File: src/rtl/exc_entry_seq.sv
module exc_entry_seq #(
  parameter int VEC_W = 8
) (
  input  logic             clk,
  input  logic             rst_n,
  input  logic             start,
  input  logic             irq_in,
  input  logic [2:0]       lvl_in,
  input  logic [VEC_W-1:0] vec_in,
  input  logic [15:0]      sr_in,
  input  logic [31:0]      pc_in,
  input  logic [31:0]      ssp_in,
  input  logic [31:0]      vbr_in,
  output logic             busy,
  output logic             done,
  output logic             vbr_clr,
  output logic [15:0]      sr_o,
  output logic [31:0]      pc_o,
  output logic [31:0]      ssp_o,
  output logic             mem_req,
  output logic             mem_we,
  output logic [31:0]      mem_addr,
  output logic [15:0]      mem_wdata,
  input  logic [15:0]      mem_rdata,
  input  logic             mem_ack
);

  typedef enum logic [1:0] {S_IDLE, S_PUSH, S_FETCH} st_t;

  st_t             st;
  logic [1:0]      step;
  logic            boot;
  logic [31:0]     sp, pc_r, pc_sv, vbr_r;
  logic [15:0]     sr_r, sr_sv;
  logic [VEC_W-1:0] vec_r;
  logic            done_r;

  logic [31:0] sp_dec, vaddr;
  logic [1:0]  widx;

  assign sp_dec = sp - 32'd2;
  assign widx   = boot ? step : step + 2'd2;
  assign vaddr  = (boot ? 32'd0 : vbr_r + 32'({vec_r, 2'b00})) + 32'({step, 1'b0});

  assign busy     = st != S_IDLE;
  assign mem_req  = st != S_IDLE;
  assign mem_we   = st == S_PUSH;
  assign mem_addr = (st == S_PUSH) ? sp_dec : vaddr;
  assign done     = done_r;
  assign vbr_clr  = done_r & boot;
  assign sr_o     = sr_r;
  assign pc_o     = pc_r;
  assign ssp_o    = sp;

  always_comb begin
    case (step)
      2'd0:    mem_wdata = pc_sv[15:0];
      2'd1:    mem_wdata = pc_sv[31:16];
      2'd2:    mem_wdata = sr_sv;
      default: mem_wdata = 16'({vec_r, 2'b00});
    endcase
  end

  always_ff @(posedge clk) begin
    if (!rst_n) begin
      st <= S_FETCH; boot <= 1'b1; step <= 2'd0; done_r <= 1'b0;
      sp <= '0; pc_r <= '0; pc_sv <= '0; vbr_r <= '0;
      sr_r <= 16'h2700; sr_sv <= '0; vec_r <= '0;
    end else begin
      done_r <= 1'b0;
      case (st)
        S_IDLE: if (start) begin
          st    <= S_PUSH;
          boot  <= 1'b0;
          step  <= 2'd0;
          sp    <= ssp_in;
          pc_sv <= pc_in;
          sr_sv <= sr_in;
          vbr_r <= vbr_in;
          vec_r <= vec_in;
          sr_r  <= {1'b0, sr_in[14], 1'b1, sr_in[12:11],
                    irq_in ? lvl_in : sr_in[10:8], sr_in[7:0]};
        end
        S_PUSH: if (mem_ack) begin
          sp   <= sp_dec;
          step <= step + 2'd1;
          if (step == 2'd3) st <= S_FETCH;
        end
        S_FETCH: if (mem_ack) begin
          case (widx)
            2'd0: sp[31:16]   <= mem_rdata;
            2'd1: sp[15:0]    <= mem_rdata;
            2'd2: pc_r[31:16] <= mem_rdata;
            default: pc_r[15:0] <= mem_rdata;
          endcase
          step <= step + 2'd1;
          if (widx == 2'd3) begin
            st     <= S_IDLE;
            done_r <= 1'b1;
          end
        end
        default: st <= S_IDLE;
      endcase
    end
  end

  p_hold_r8: assert property (@(posedge clk) disable iff (!rst_n)
    mem_req && !mem_ack |=> mem_req && $stable(mem_addr) && $stable(mem_we) && $stable(mem_wdata));

  p_push_step_r5: assert property (@(posedge clk) disable iff (!rst_n)
    mem_req && mem_we && mem_ack |=> !mem_we || mem_addr == $past(mem_addr) - 32'd2);

  p_mode_bits_r4: assert property (@(posedge clk) disable iff (!rst_n)
    done |-> sr_o[13] && !sr_o[15]);

  p_done_pulse_r9: assert property (@(posedge clk) disable iff (!rst_n)
    done |=> !done);

  p_done_idle_r9: assert property (@(posedge clk) disable iff (!rst_n)
    done |-> !busy && !mem_req);

  p_boot_nowrite_r1: assert property (@(posedge clk) disable iff (!rst_n)
    mem_we |-> !vbr_clr);

endmodule

File: config.mk
export PLATFORM = sky130hd
export DESIGN_NAME = exc_entry_seq
export DESIGN_NICKNAME = d
export VERILOG_FILES = /design/src/rtl/exc_entry_seq.sv
export SDC_FILE = /design/constraint.sdc
export NUM_CORES = 1
export LEC_CHECK = 0
export BUFFER_PORTS_ARGS = -buffer_cell sky130_fd_sc_hd__buf_4
export CAP_MARGIN = 0
export CORE_AREA = 2 2 140 142
export DETAILED_ROUTE_END_ITERATION = 6
export DIE_AREA = 0 0 142 144
export GPL_ROUTABILITY_DRIVEN = 0
export PLACE_DENSITY = 0.84
export SYNTH_ARGS = -nofsm -noshare
export SYNTH_HDL_FRONTEND = slang
export SYNTH_SLANG_ARGS = --single-unit
File: constraint.sdc
create_clock -name clk -period 4.55 [get_ports clk]
set_input_delay 0.6825 -clock clk [delete_from_list [all_inputs] [get_ports clk]]
set_output_delay 0.6825 -clock clk [all_outputs]
set_load 0.02 [all_outputs]
== Word-level counts from Yosys, hierarchy flattened ==
Cells that the tools add are included.
W data, S select, Z words.

* Register bits after elaboration: 172
* Input bits: 144
* Output and inout port bits: 133
* Logic and storage cells: 73

* Add/subtract/negate cells: 5
* Equality and inequality tests: 16
* Muxes and demuxes: 21
* Bitwise gates (word level): 2
* Reduce and logical (&&, ||, !) cells: 16

{| class="wikitable"
|+ Operators with widths
! operator !! number
|-
| $mux W32 || 5
|-
| $pmux W32 S3 || 1
|-
| $pmux W16 S3 || 1
|-
| $add A32 B10 Y32 || 1
|-
| $add A32 B3 Y32 || 1
|-
| $mux W16 || 2
|-
| $sub A32 B2 Y32 const B || 1
|-
| $mux W2 || 8
|-
| $reduce_and A5 Y1 || 3
|-
| $reduce_and A3 Y1 || 4
|-
| $eq A2 B2 Y1 const B || 5
|-
| $ne A2 B1 Y1 const B || 5
|-
| $eq A2 B1 Y1 const B || 3
|-
| $logic_not A2 Y1 || 3
|-
| $ne A2 B2 Y1 const B || 3
|-
| $pmux W2 S3 || 1
|-
| $pmux W2 S2 || 1
|-
| $reduce_bool A2 Y1 || 2
|-
| $mux W3 || 1
|-
| $reduce_bool A3 Y1 || 1
|-
| $reduce_or A3 Y1 || 1
|-
| $add A2 B1 Y2 const B || 1
|-
| $add A2 B2 Y2 const B || 1
|-
| $reduce_and A2 Y1 || 1
|-
| other kinds (4) || 4
|}

== Logic depth before layout (Yosys ltp) ==
Gate-level depths: netlist of the first run.

* Depth in word-level cells: 6
* Gate-level depth with buffers: 14
* Depth with buffers taken out: 12

== Worst setup path after synthesis of the first run ==
No wires, ideal clock.

* Path kind: register to output
* Start: reg boot
* End: out mem_addr[19]
* Data arrival time: 3.586 ns
* Required time: 3.868 ns
* Setup slack: 0.282 ns
* Cell stages (with the launch flop): 14
* Path buffers: 3
* Cells stage by stage: dfxtp_1 > clkbuf_1 > buf_1 > clkbuf_1 > nor2b_1 > ha_1 > inv_1 > fa_1 > or4_1 > nor4_1 > nand4_1 > nor4_1 > xnor2_1 > o21ai_0

* Cells in the longest elaborated chain, start to end: 3

{| class="wikitable"
|+ RTL lines
! what !! RTL line !! source
|-
| start: declaration || 32 || <nowiki>logic boot;</nowiki>
|-
| start signal: assignment || 66 || <nowiki>st <= S_FETCH; boot <= 1'b1; step <= 2'd0; done_r <= 1'b0;</nowiki>
|-
| start signal: assignment || 74 || <nowiki>boot <= 1'b0;</nowiki>
|-
| $mux W32 || 43 || <nowiki>assign vaddr = (boot ? 32'd0 : vbr_r + 32'({vec_r, 2'b00})) + 32'({step, 1'b0});</nowiki>
|-
| $add A32 B3 Y32 || 43 ||
|-
| $mux W32 || 48 || <nowiki>assign mem_addr = (st == S_PUSH) ? sp_dec : vaddr;</nowiki>
|-
| end: declaration || 22 || <nowiki>output logic [31:0] mem_addr,</nowiki>
|}

No other way between the ends.

== Worst setup path after layout of the first run ==
* Start: reg vec_r[0]
* End: out mem_addr[28]

* Cells in the longest elaborated chain, start to end: 4

{| class="wikitable"
|+ RTL lines
! what !! RTL line !! source
|-
| start: declaration || 35 || <nowiki>logic [VEC_W-1:0] vec_r;</nowiki>
|-
| start signal: assignment || 80 || <nowiki>vec_r <= vec_in;</nowiki>
|-
| $add A32 B10 Y32 || 43 ||
|-
| $mux W32 || 43 ||
|-
| $add A32 B3 Y32 || 43 ||
|-
| $mux W32 || 48 ||
|}

No other way between the ends.

==> results of run 1 <==
metrics by stage:
stage	area, µm²	setup WS, ps
4_1_cts	12600	6.28
3_5_place_dp	12000	336
6_report	12800	133
5_1_grt	12800	-8.08
3_3_place_gp	12000	500
2_1_floorplan	10000	282
registers in the layout, summed over array words and instances (netlist names):
signal	count
boot	1
pc_sv	32
done	1
vbr_r	32
pc_o	32
sr_o	3
st	2
vec_r	8
sr_sv	16
ssp_o	32
step	2
timing repair:
item / in CTS / in global routing
buffers inserted: 1 / 5
resized for setup: 3 / 22
endpoints found under the setup margin: 4 / 17
pin swaps: 0 / 5
path summary, 6_finish.rpt:
kind	start	endpoint	slack, ps
max reg2reg	ssp_o[1]$_SDFFE_PN0P_	ssp_o[29]$_SDFFE_PN0P_	1520
min reg2reg	pc_sv[16]$_SDFFE_PN0P_	pc_sv[16]$_SDFFE_PN0P_	470
min	pc_sv[16]$_SDFFE_PN0P_	pc_sv[16]$_SDFFE_PN0P_	470
max	vec_r[0]$_SDFFE_PN0P_	mem_addr[28]	130
cell families (layout without fill, tap and decap cells):
logic type,count (synthesis),in the layout,synth area share [%]
flip-flops,161,161,32.2
AO/OA/AOI/OAI,300,300,22.0
multiplexers,37,37,3.71
buffers and inverters,137,354,5.90
AND/OR/NAND/NOR,582,582,28.1
other,2,2,0.0750
XOR/XNOR,62,62,5.42
adder cells (fa/ha/maj),20,20,2.65
Yosys cell counts, drive strengths merged, types with 31 or more instances:
master,count
a21boi,109
a21oi,40
clkbuf,78
dfxtp,161
inv,31
mux2i,36
nand2,304
nand3,31
nor2,75
nor2b,46
o21ai,39
xnor2,36
critical path: stages (launching register included):
cell	delay [ps]
dfxtp_2	350
ha_2	200
inv_1	50
fa_1	390
nand2b_4	170
a211oi_4	320
o21ai_1	120
buf_4	200
nor4b_4	330
a311oi_4	100
nor4_2	230
buf_4	200
a21oi_1	80
or3_1	390
buf_4	170
per-layer routing:
layer / vias to the layer above / track usage (%) / wire, µm
met5: - / 0 / 0
met4: 0 / 15.3 / 1480
met3: 113 / 7.75 / 3320
met2: 617 / 46.8 / 14500
met1: 4769 / 38.1 / 12800
li1: 4926 / - / -
power groups by stage:
| stage | Clock [µW] | Combinational (µW) | Sequential, µW |
|---|---|---|---|
| after floorplan | 0 | 1930 | 2040 |
| after global placement | 0 | 2730 | 1960 |
| after detailed placement | 0 | 2780 | 1970 |
| after CTS | 1500 | 2810 | 1940 |
| after global routing | 1560 | 3080 | 1990 |
| final | 1490 | 2860 | 1960 |
area by class of cell:
| cell class | instances | area share, % |
|---|---|---|
| inverters | 31 | 0.910 |
| well taps | 238 | 2.33 |
| clock buffers | 17 | 3.33 |
| repair buffers | 291 | 17.1 |
| clock inverters | 15 | 1.49 |
| multi-input cells | 1003 | 49.7 |
| flip-flops and latches | 161 | 25.2 |
==> results.cfg, run 1 <==
[cells_and_area]
multi_input_area_um2 = 6350
final_util_pct = 67.0
final_nets = 1669
layout_common_cells = nand2_1 (303), buf_4 (291), dfxtp_1 (160)
final_common_cell = nand2_1
fillers = 1542
ff_latch_area_um2 = 3220
area_growth_pct = 27.7
diodes = 0
fin_cells = 1756
drive_gt1_share_pct = 24.8

[synth]
synth_edf_count = 0
yosys.area.top_type = dfxtp_1
ys_seq_area_share_pct = 32.2
netlist_instances = 1301
synth_nets = 1465
avgSynthCellArea_um2 = 7.70
yosysTopAreaCellShare_pct = 32.2
ys_warn_count = 0
ys_ff_latch = 161
async_reset_ff_share_pct = 0
synthTopCellsByArea = dfxtp_1 (32%), nand2_1 (11%), a21boi_0 (8.0%), mux2i_1 (3.6%), xnor2_1 (3.1%)
ys_types = 76
synth_top_flop_cell = dfxtp_1
synth_area_um2 = 10000

[timing]
finalClockSkew_ps = 19.6
slew_viol_final = 0
hold-worst-slack_ps = 466
setup_violations = 0
fmax_ghz = 0.226
finalSetupTns_ps = 0
min_period_ps = 4420
tightestPinTransition_ps = 1160
hold_viol = 0
finalCritPeriodShare_pct = 97.1
relSlewSlack_pct = 22.7

[drt]
vias = 10400
drc = 0
wirelength_mm = 32.1
firstDrtPassIters = 6
drt_first_iter_violations = 933
drtAntennaViolNets = 0
routed_via_density = 5.94
wire_per_inst_um = 18.3

[power_and_ir_drop]
comb_power_share_pct = 45.3
p_leak_uw = 0.00500
clkPwrFrac_pct = 23.6
seq_power_share_pct = 31.1
power_switching_share_pct = 42.5
pwr_density_cell_nw_per_um2 = 493
finalPower_uw = 6310
p_sw_uw = 2680
power.internal_uw = 3630
irDropWorstVdd_v = 0.000335

[min_path]
hold_path.class = register to register
whs_path_depth = 2

[clock_network]
clk_pin_slew_worst_paths_ps = 70
cts_tree = done
cts.sinks = 161
htreeDepth = 4
cts-buffers-inserted = 17
clk_latency_ps = 430
root_buffer = clkbuf_16
cts_hold_buffers = 0
cts_max_path_buffers = 2

[grt]
gr-total-overflow = 0
grt_pass1_vias = 9339
grt_pass1_wl_mm = 48.5
grt_max_degree = 108
grtUsageTotal_pct = 29.9
antenna_found_initial = 0

[run_status]
status = complete, no violations

[flow_run]
drv_cap = 0

[critical_path]
path_max_fanout = 15
crit_type = register to output port
cp-start-kind = register
crit_path_end_kind = output port
ff2ff_path_depth = 10
crit_required_ps = 3870
cp.arrival_ps = 3730

[floorplanning]
start_util_pct = 52.5
core_um2 = 19100
rows = 51
dieArea_um2 = 20400
io_pins = 277
die_w_um = 142
die_h_um = 144

[placed_design]
dp.cells = 1718
io_buffers = 274
hpwlAfterDp_mm = 23.3
Power figures use the tool's default switching activity.
==> run 2, diff against run 1 <==
- ABC_CLOCK_PERIOD_IN_PS: unset -> 3800
- CORE_AREA: 2 2 140 142 -> 2 2 148 150
- DIE_AREA: 0 0 142 144 -> 0 0 150 152
- PLACE_DENSITY: 0.84 -> 0.79
- clock period: 4.55 -> 3.8 ns (I/O delays scaled with it)
==> run 2 against run 1 <==
Effect of this change:
- the run now ends with design-rule violations, negative setup slack left
- global-route usage is 1.0 points lower
- sequential power rose by 19%
- worst hold slack got worse by 82 ps
- core utilization shrank 1.5 points
- clock power grew 18%
- final area rose by 9.4%
- sequential cell count is the same
- die area grew 12%
- power up 22%
- clock skew is 5.9 ps lower
- largest power group unchanged
==> results.cfg, run 2 (synthesis gave the netlist of run 1 again) <==
[drt]
routed_via_density = 5.81
wire_per_inst_um = 18.9
firstDrtPassIters = 7
vias = 10900
wirelength_mm = 35.5
drc = 1
drt_first_iter_violations = 1126
drtAntennaViolNets = 0

[timing]
fmax_ghz = 0.242
finalCritPeriodShare_pct = 109
finalSetupTns_ps = -3710
slew_viol_final = 0
relSlewSlack_pct = 25.5
worst_slack_ps = -334
tightestPinTransition_ps = 1120
setup_violations = 21
rsz0062_at_grt = yes
hold_viol = 0
min_period_ps = 4130
hold-worst-slack_ps = 384
finalClockSkew_ps = 13.8

[critical_path]
path_max_fanout = 5
cp-start-kind = register
crit_path_end_kind = output port
cp.arrival_ps = 3560
crit_required_ps = 3230
crit_type = register to output port

[cells_and_area]
stdcell_area_um2 = 14000
final_util_pct = 65.5
final_common_cell = buf_4
final_nets = 1744
layout_common_cells = buf_4 (343), nand2_1 (302), dfxtp_1 (150)
fillers = 1731
diodes = 0
drive_gt1_share_pct = 32.5
area_growth_pct = 39.7

[grt]
antenna_found_initial = 0
gr-total-overflow = 0
grtUsageTotal_pct = 28.8
grt_pass1_wl_mm = 53.0
grt_max_degree = 90
grt_pass1_vias = 10000

[clock_network]
htreeDepth = 4
cts.sinks = 161
clk_pin_slew_worst_paths_ps = 80
cts_tree = done
root_buffer = clkbuf_16
cts_max_path_buffers = 2
cts_hold_buffers = 0
clk_latency_ps = 430
cts-buffers-inserted = 17

[placed_design]
hpwlAfterDp_mm = 24.0
place_area_um2 = 12300
io_buffers = 274

[flow_run]
drv_cap = 0

[floorplanning]
die_w_um = 150
core_um2 = 21400
dieArea_um2 = 22800
start_util_pct = 46.9
io_pins = 277
rows = 54
die_h_um = 152

[min_path]
hold_path.class = input pin to register

[run_status]
violations = design-rule violations, negative setup slack
status = finished, violations left

[power_and_ir_drop]
pwr_density_cell_nw_per_um2 = 549
irDropWorstVdd_v = 0.000396
p_leak_uw = 0.00559
==> run 2: worst paths after layout <==
kind / start / end / slack (ps) / depth (start not counted)
setup / recovery: vec_r[0]$_SDFFE_PN0P_ / mem_addr[31] / -330 / 14
hold / removal: sr_in[13] / sr_sv[13]$_SDFFE_PN0P_ / 380 / 3
setup reg to reg: st[0]$_SDFFE_PN0P_ / ssp_o[28]$_SDFFE_PN0P_ / 810 / 8
hold reg to reg: pc_sv[28]$_SDFFE_PN0P_ / pc_sv[28]$_SDFFE_PN0P_ / 470 / 2
==> run 2: worst max-delay path: stages (launching register included) <==
cell and delay [ps]:
dfxtp_2 360, ha_4 150, inv_2 40, fa_2 350, nand2b_4 170, a211oi_4 270, buf_6 170, o211a_4 170
mux2_4 190, nand4_1 220, buf_4 220, nor4_2 270, a31oi_1 140, o31a_1 280, buf_6 140
==> run 2: repair_timing <==
action / 4_1_cts / 5_1_grt
pin swaps: 37 / 42
setup endpoints to repair: 22 / 23
gates resized for setup: 78 / 64
endpoints found under the hold margin: 0 / 0
setup buffers: 23 / 27
gates cloned: 1 / 0
==> run 2: stage by stage <==
step | total power, µW | std cells | setup WS (ps)
after floorplan | 4760 | 1301 | 18.2
after global placement | 5680 | 1791 | 145
after detailed placement | 5750 | 1791 | 81.5
after CTS | 7580 | 1846 | -245
after global routing | 8130 | 1873 | -413
final | 7680 | 1873 | -334
==> run 2: final cells by class <==
type	instances	area [µm²]	area share (%)
Clock inverter	15	188	1.34
Multi-Input combinational cell	1003	6810	48.7
Sequential cell	161	3240	23.2
Timing Repair Buffer	366	2850	20.4
Tap cell	280	350	2.50
Inverter	31	116	0.832
Clock buffer	17	425	3.04
==> run 2: power breakdown <==
part	switching (µW)	total [µW]	internal, µW
combinational	2090	3590	1500
clock	862	1760	896
sequential	352	2330	1980
total	3300	7680	4380
==> run 2: per-layer routing <==
metal  global-route usage (%)  part of all wire (%)  vias to the layer above
met3                     5.47                   9.7                      122
met5                        0                     0                        -
met4                     11.1                   4.0                        0
li1                         -                     -                     5096
met1                     37.8                    39                     5053
met2                     46.8                    47                      617
==> run 3, diff against run 2 <==
- ABC_AREA: unset -> 1
- CORE_AREA: 2 2 148 150 -> 2 2 163 165
- DIE_AREA: 0 0 150 152 -> 0 0 165 167
- PLACE_DENSITY: 0.79 -> 0.69
==> run 3 against run 2 <==
Effect of this change:
- the flow now finishes without violations
- sequential cell count is the same
- global-route usage down 2.9 points
- count of clock-buffer cells in the layout unchanged
- critical path depth is 6 higher
- worst hold slack worse by 52 ps
- clock power up 3%
- sequential share of layout area increased by 0.93 points
- cell count grew 19%
- final area shrank 4.2%
- sequential power grew 12%
- setup slack improved by 450 ps
- power grew 20%
==> results.cfg, run 3 <==
[critical_path]
crit_type = register to output port
crit_required_ps = 3230
path_max_fanout = 6
path_cells = ha_4, inv_2, fa_2, inv_2, nand2_4, nand2_4, and2_4, nor2_2, nor2_4, nand2_2, nor2_4, nand2_2, nor2_4, nand3_4, nor2_8, nand2_1, nand2_1, nand3_2, nand2_2, buf_6
cp-start-kind = register
crit_slowest_cell = dfxtp_4
ff2ff_path_depth = 7
slowest_delay_ps = 370
crit_path_end_kind = output port
cp.arrival_ps = 3120

[drt]
vias = 11700
firstDrtPassIters = 7
drtAntennaViolNets = 0
drc = 0
wirelength_mm = 37.1
drt_first_iter_violations = 908
routed_via_density = 5.26
wire_per_inst_um = 16.7

[synth]
synthTopCellsByArea = dfxtp_1 (32%), nand2_1 (13%), nor2_1 (11%), o21ai_0 (9.3%), nand3_1 (6.0%)
synth_top_family_by_area = simple AND/OR/NAND/NOR gates
avgSynthCellArea_um2 = 6.17
synthAdderAreaFrac_pct = 2.60
ys_warn_count = 0
synth_compound_area_share_pct = 16.2
synth-xor-area-share_pct = 0.772
synth_nets = 1818
synthMuxAreaShare_pct = 0.0981
ys_ff_latch = 161
synth_area_um2 = 10200
ys_types = 48
ys_seq_area_share_pct = 31.6
synth_top_flop_cell = dfxtp_1
netlist_top_cells_count = nand2_1 (364), nor2_1 (296), o21ai_0 (190)
synth-simple-area-share_pct = 39.2
synth_edf_count = 0
yosys.area.top_type = dfxtp_1
yosysMostFrequentCell = nand2_1
yosysTopAreaCellShare_pct = 31.6
netlist_instances = 1654
async_reset_ff_share_pct = 0

[floorplanning]
start_util_pct = 39.6
die_w_um = 165
rows = 59
core_um2 = 25800
io_pins = 277
die_h_um = 167
dieArea_um2 = 27600

[min_path]
whs_path_depth = 3
hold_path.class = input pin to register

[clock_network]
htreeDepth = 4
root_buffer = clkbuf_16
cts.sinks = 161
clk_latency_ps = 450
cts_hold_buffers = 0
cts-buffers-inserted = 17
cts_max_path_buffers = 2
cts_tree = done
clk_pin_slew_worst_paths_ps = 80

[timing]
finalClockSkew_ps = 15.1
rsz0062_at_grt = yes
finalCritPeriodShare_pct = 97.0
relSlewSlack_pct = 45.6
hold_viol = 0
setup_violations = 0
fmax_ghz = 0.271
min_period_ps = 3690
finalSetupTns_ps = 0
slew_viol_final = 0
tightestPinTransition_ps = 817

[power_and_ir_drop]
power_switching_share_pct = 49.2
power.internal_uw = 4670
comb_power_share_pct = 51.9
p_leak_uw = 0.00627
clkPwrFrac_pct = 19.7
p_sw_uw = 4510
irDropWorstVdd_v = 0.000578
pwr_density_cell_nw_per_um2 = 685
seq_power_share_pct = 28.4

[cells_and_area]
layout_common_cells = nand2_1 (355), buf_4 (286), nor2_1 (281)
diodes = 0
final_util_pct = 52.0
final_nets = 2047
area_growth_pct = 31.4
final_common_cell = nand2_1
drive_gt1_share_pct = 24.5

[grt]
gr-total-overflow = 0
grt_pass1_wl_mm = 56.2
grt_max_degree = 80
antenna_found_initial = 0
grtUsageTotal_pct = 25.9
grt_pass1_vias = 10800

[placed_design]
io_buffers = 274
hpwlAfterDp_mm = 28.0

[run_status]
status = complete, no violations

[flow_run]
drv_cap = 0
## run 3: cell types whose count changed after synthesis, moves of 60 or more
cell / delta
o21ai_0: +156
inv_1: +111
nand2_1: +60
a21oi_1: +63
a21boi_0: -107
nand3_1: +92
nor2_1: +221
## run 3: layout make-up
| type | instances | area, µm² |
|---|---|---|
| Timing Repair Buffer | 294 | 2240 |
| Tap cell | 335 | 419 |
| Clock inverter | 15 | 183 |
| Inverter | 157 | 589 |
| Sequential cell | 161 | 3230 |
| Fill cell | 2631 | 12400 |
| Multi-Input combinational cell | 1252 | 6320 |
| Clock buffer | 17 | 425 |
## run 3: routing by layer
| layer | share of wire (%) | vias up | track usage (%) |
|---|---|---|---|
| li1 | - | 5815 | - |
| met2 | 48 | 494 | 43.6 |
| met1 | 41 | 5356 | 32.6 |
| met4 | 2.4 | 0 | 7.33 |
| met5 | 0 | - | 0 |
| met3 | 8.9 | 80 | 6.80 |
## run 3: path summary, 6_finish.rpt
check	from	slack, ps	endpoint
hold / removal	mem_rdata[13]	330	pc_o[13]$_SDFFE_PN0P_
hold reg to reg	vbr_r[1]$_SDFFE_PN0P_	470	vbr_r[1]$_SDFFE_PN0P_
setup / recovery	vec_r[0]$_SDFFE_PN0P_	110	mem_addr[21]
setup reg to reg	st[0]$_SDFFE_PN0P_	990	ssp_o[14]$_SDFFE_PN0P_
## run 3: power by group through the flow
stage | Sequential [µW] | Clock [µW] | Combinational (µW)
floorplan | 2750 | 0 | 2870
global placement | 2620 | 0 | 4560
detailed placement | 2630 | 0 | 4620
CTS | 2590 | 1830 | 4660
global route | 2670 | 1900 | 5260
finish | 2610 | 1810 | 4770
## run 3: metrics by stage
step                      hold WS, ps  setup slack, ps  instance area [µm²]  power (µW)  std cells
after floorplan                   430              392                10200        5620       1654
after global placement            455              393                12400        7180       2192
after detailed placement          457              320                12400        7250       2192
after CTS                         318            -4.29                13100        9080       2224
after global routing              346            -86.2                13400        9820       2231
final                             332              114                13400        9180       2231
## run 3: repair_timing
item                       4_1_cts  5_1_grt
gates resized for setup         13       81
pin swaps                        2       29
setup buffers                    0        7
setup endpoints to repair       21       22
## run 3: cells by family (layout without fill, tap and decap cells)
family | count (synthesis) | after routing
AND/OR/NAND/NOR | 901 | 901
other | 2 | 2
multiplexers | 1 | 1
AO/OA/AOI/OAI | 319 | 319
buffers and inverters | 241 | 483
XOR/XNOR | 9 | 9
flip-flops | 161 | 161
adder cells (fa/ha/maj) | 20 | 20
## run 3: critical path: cells and delay by family, from the launching register on
family / cells / cell delay, ps
buffers and inverters: 3 / 240
flip-flops: 1 / 370
AND/OR/NAND/NOR: 15 / 1570
adder cells (fa/ha/maj): 2 / 490
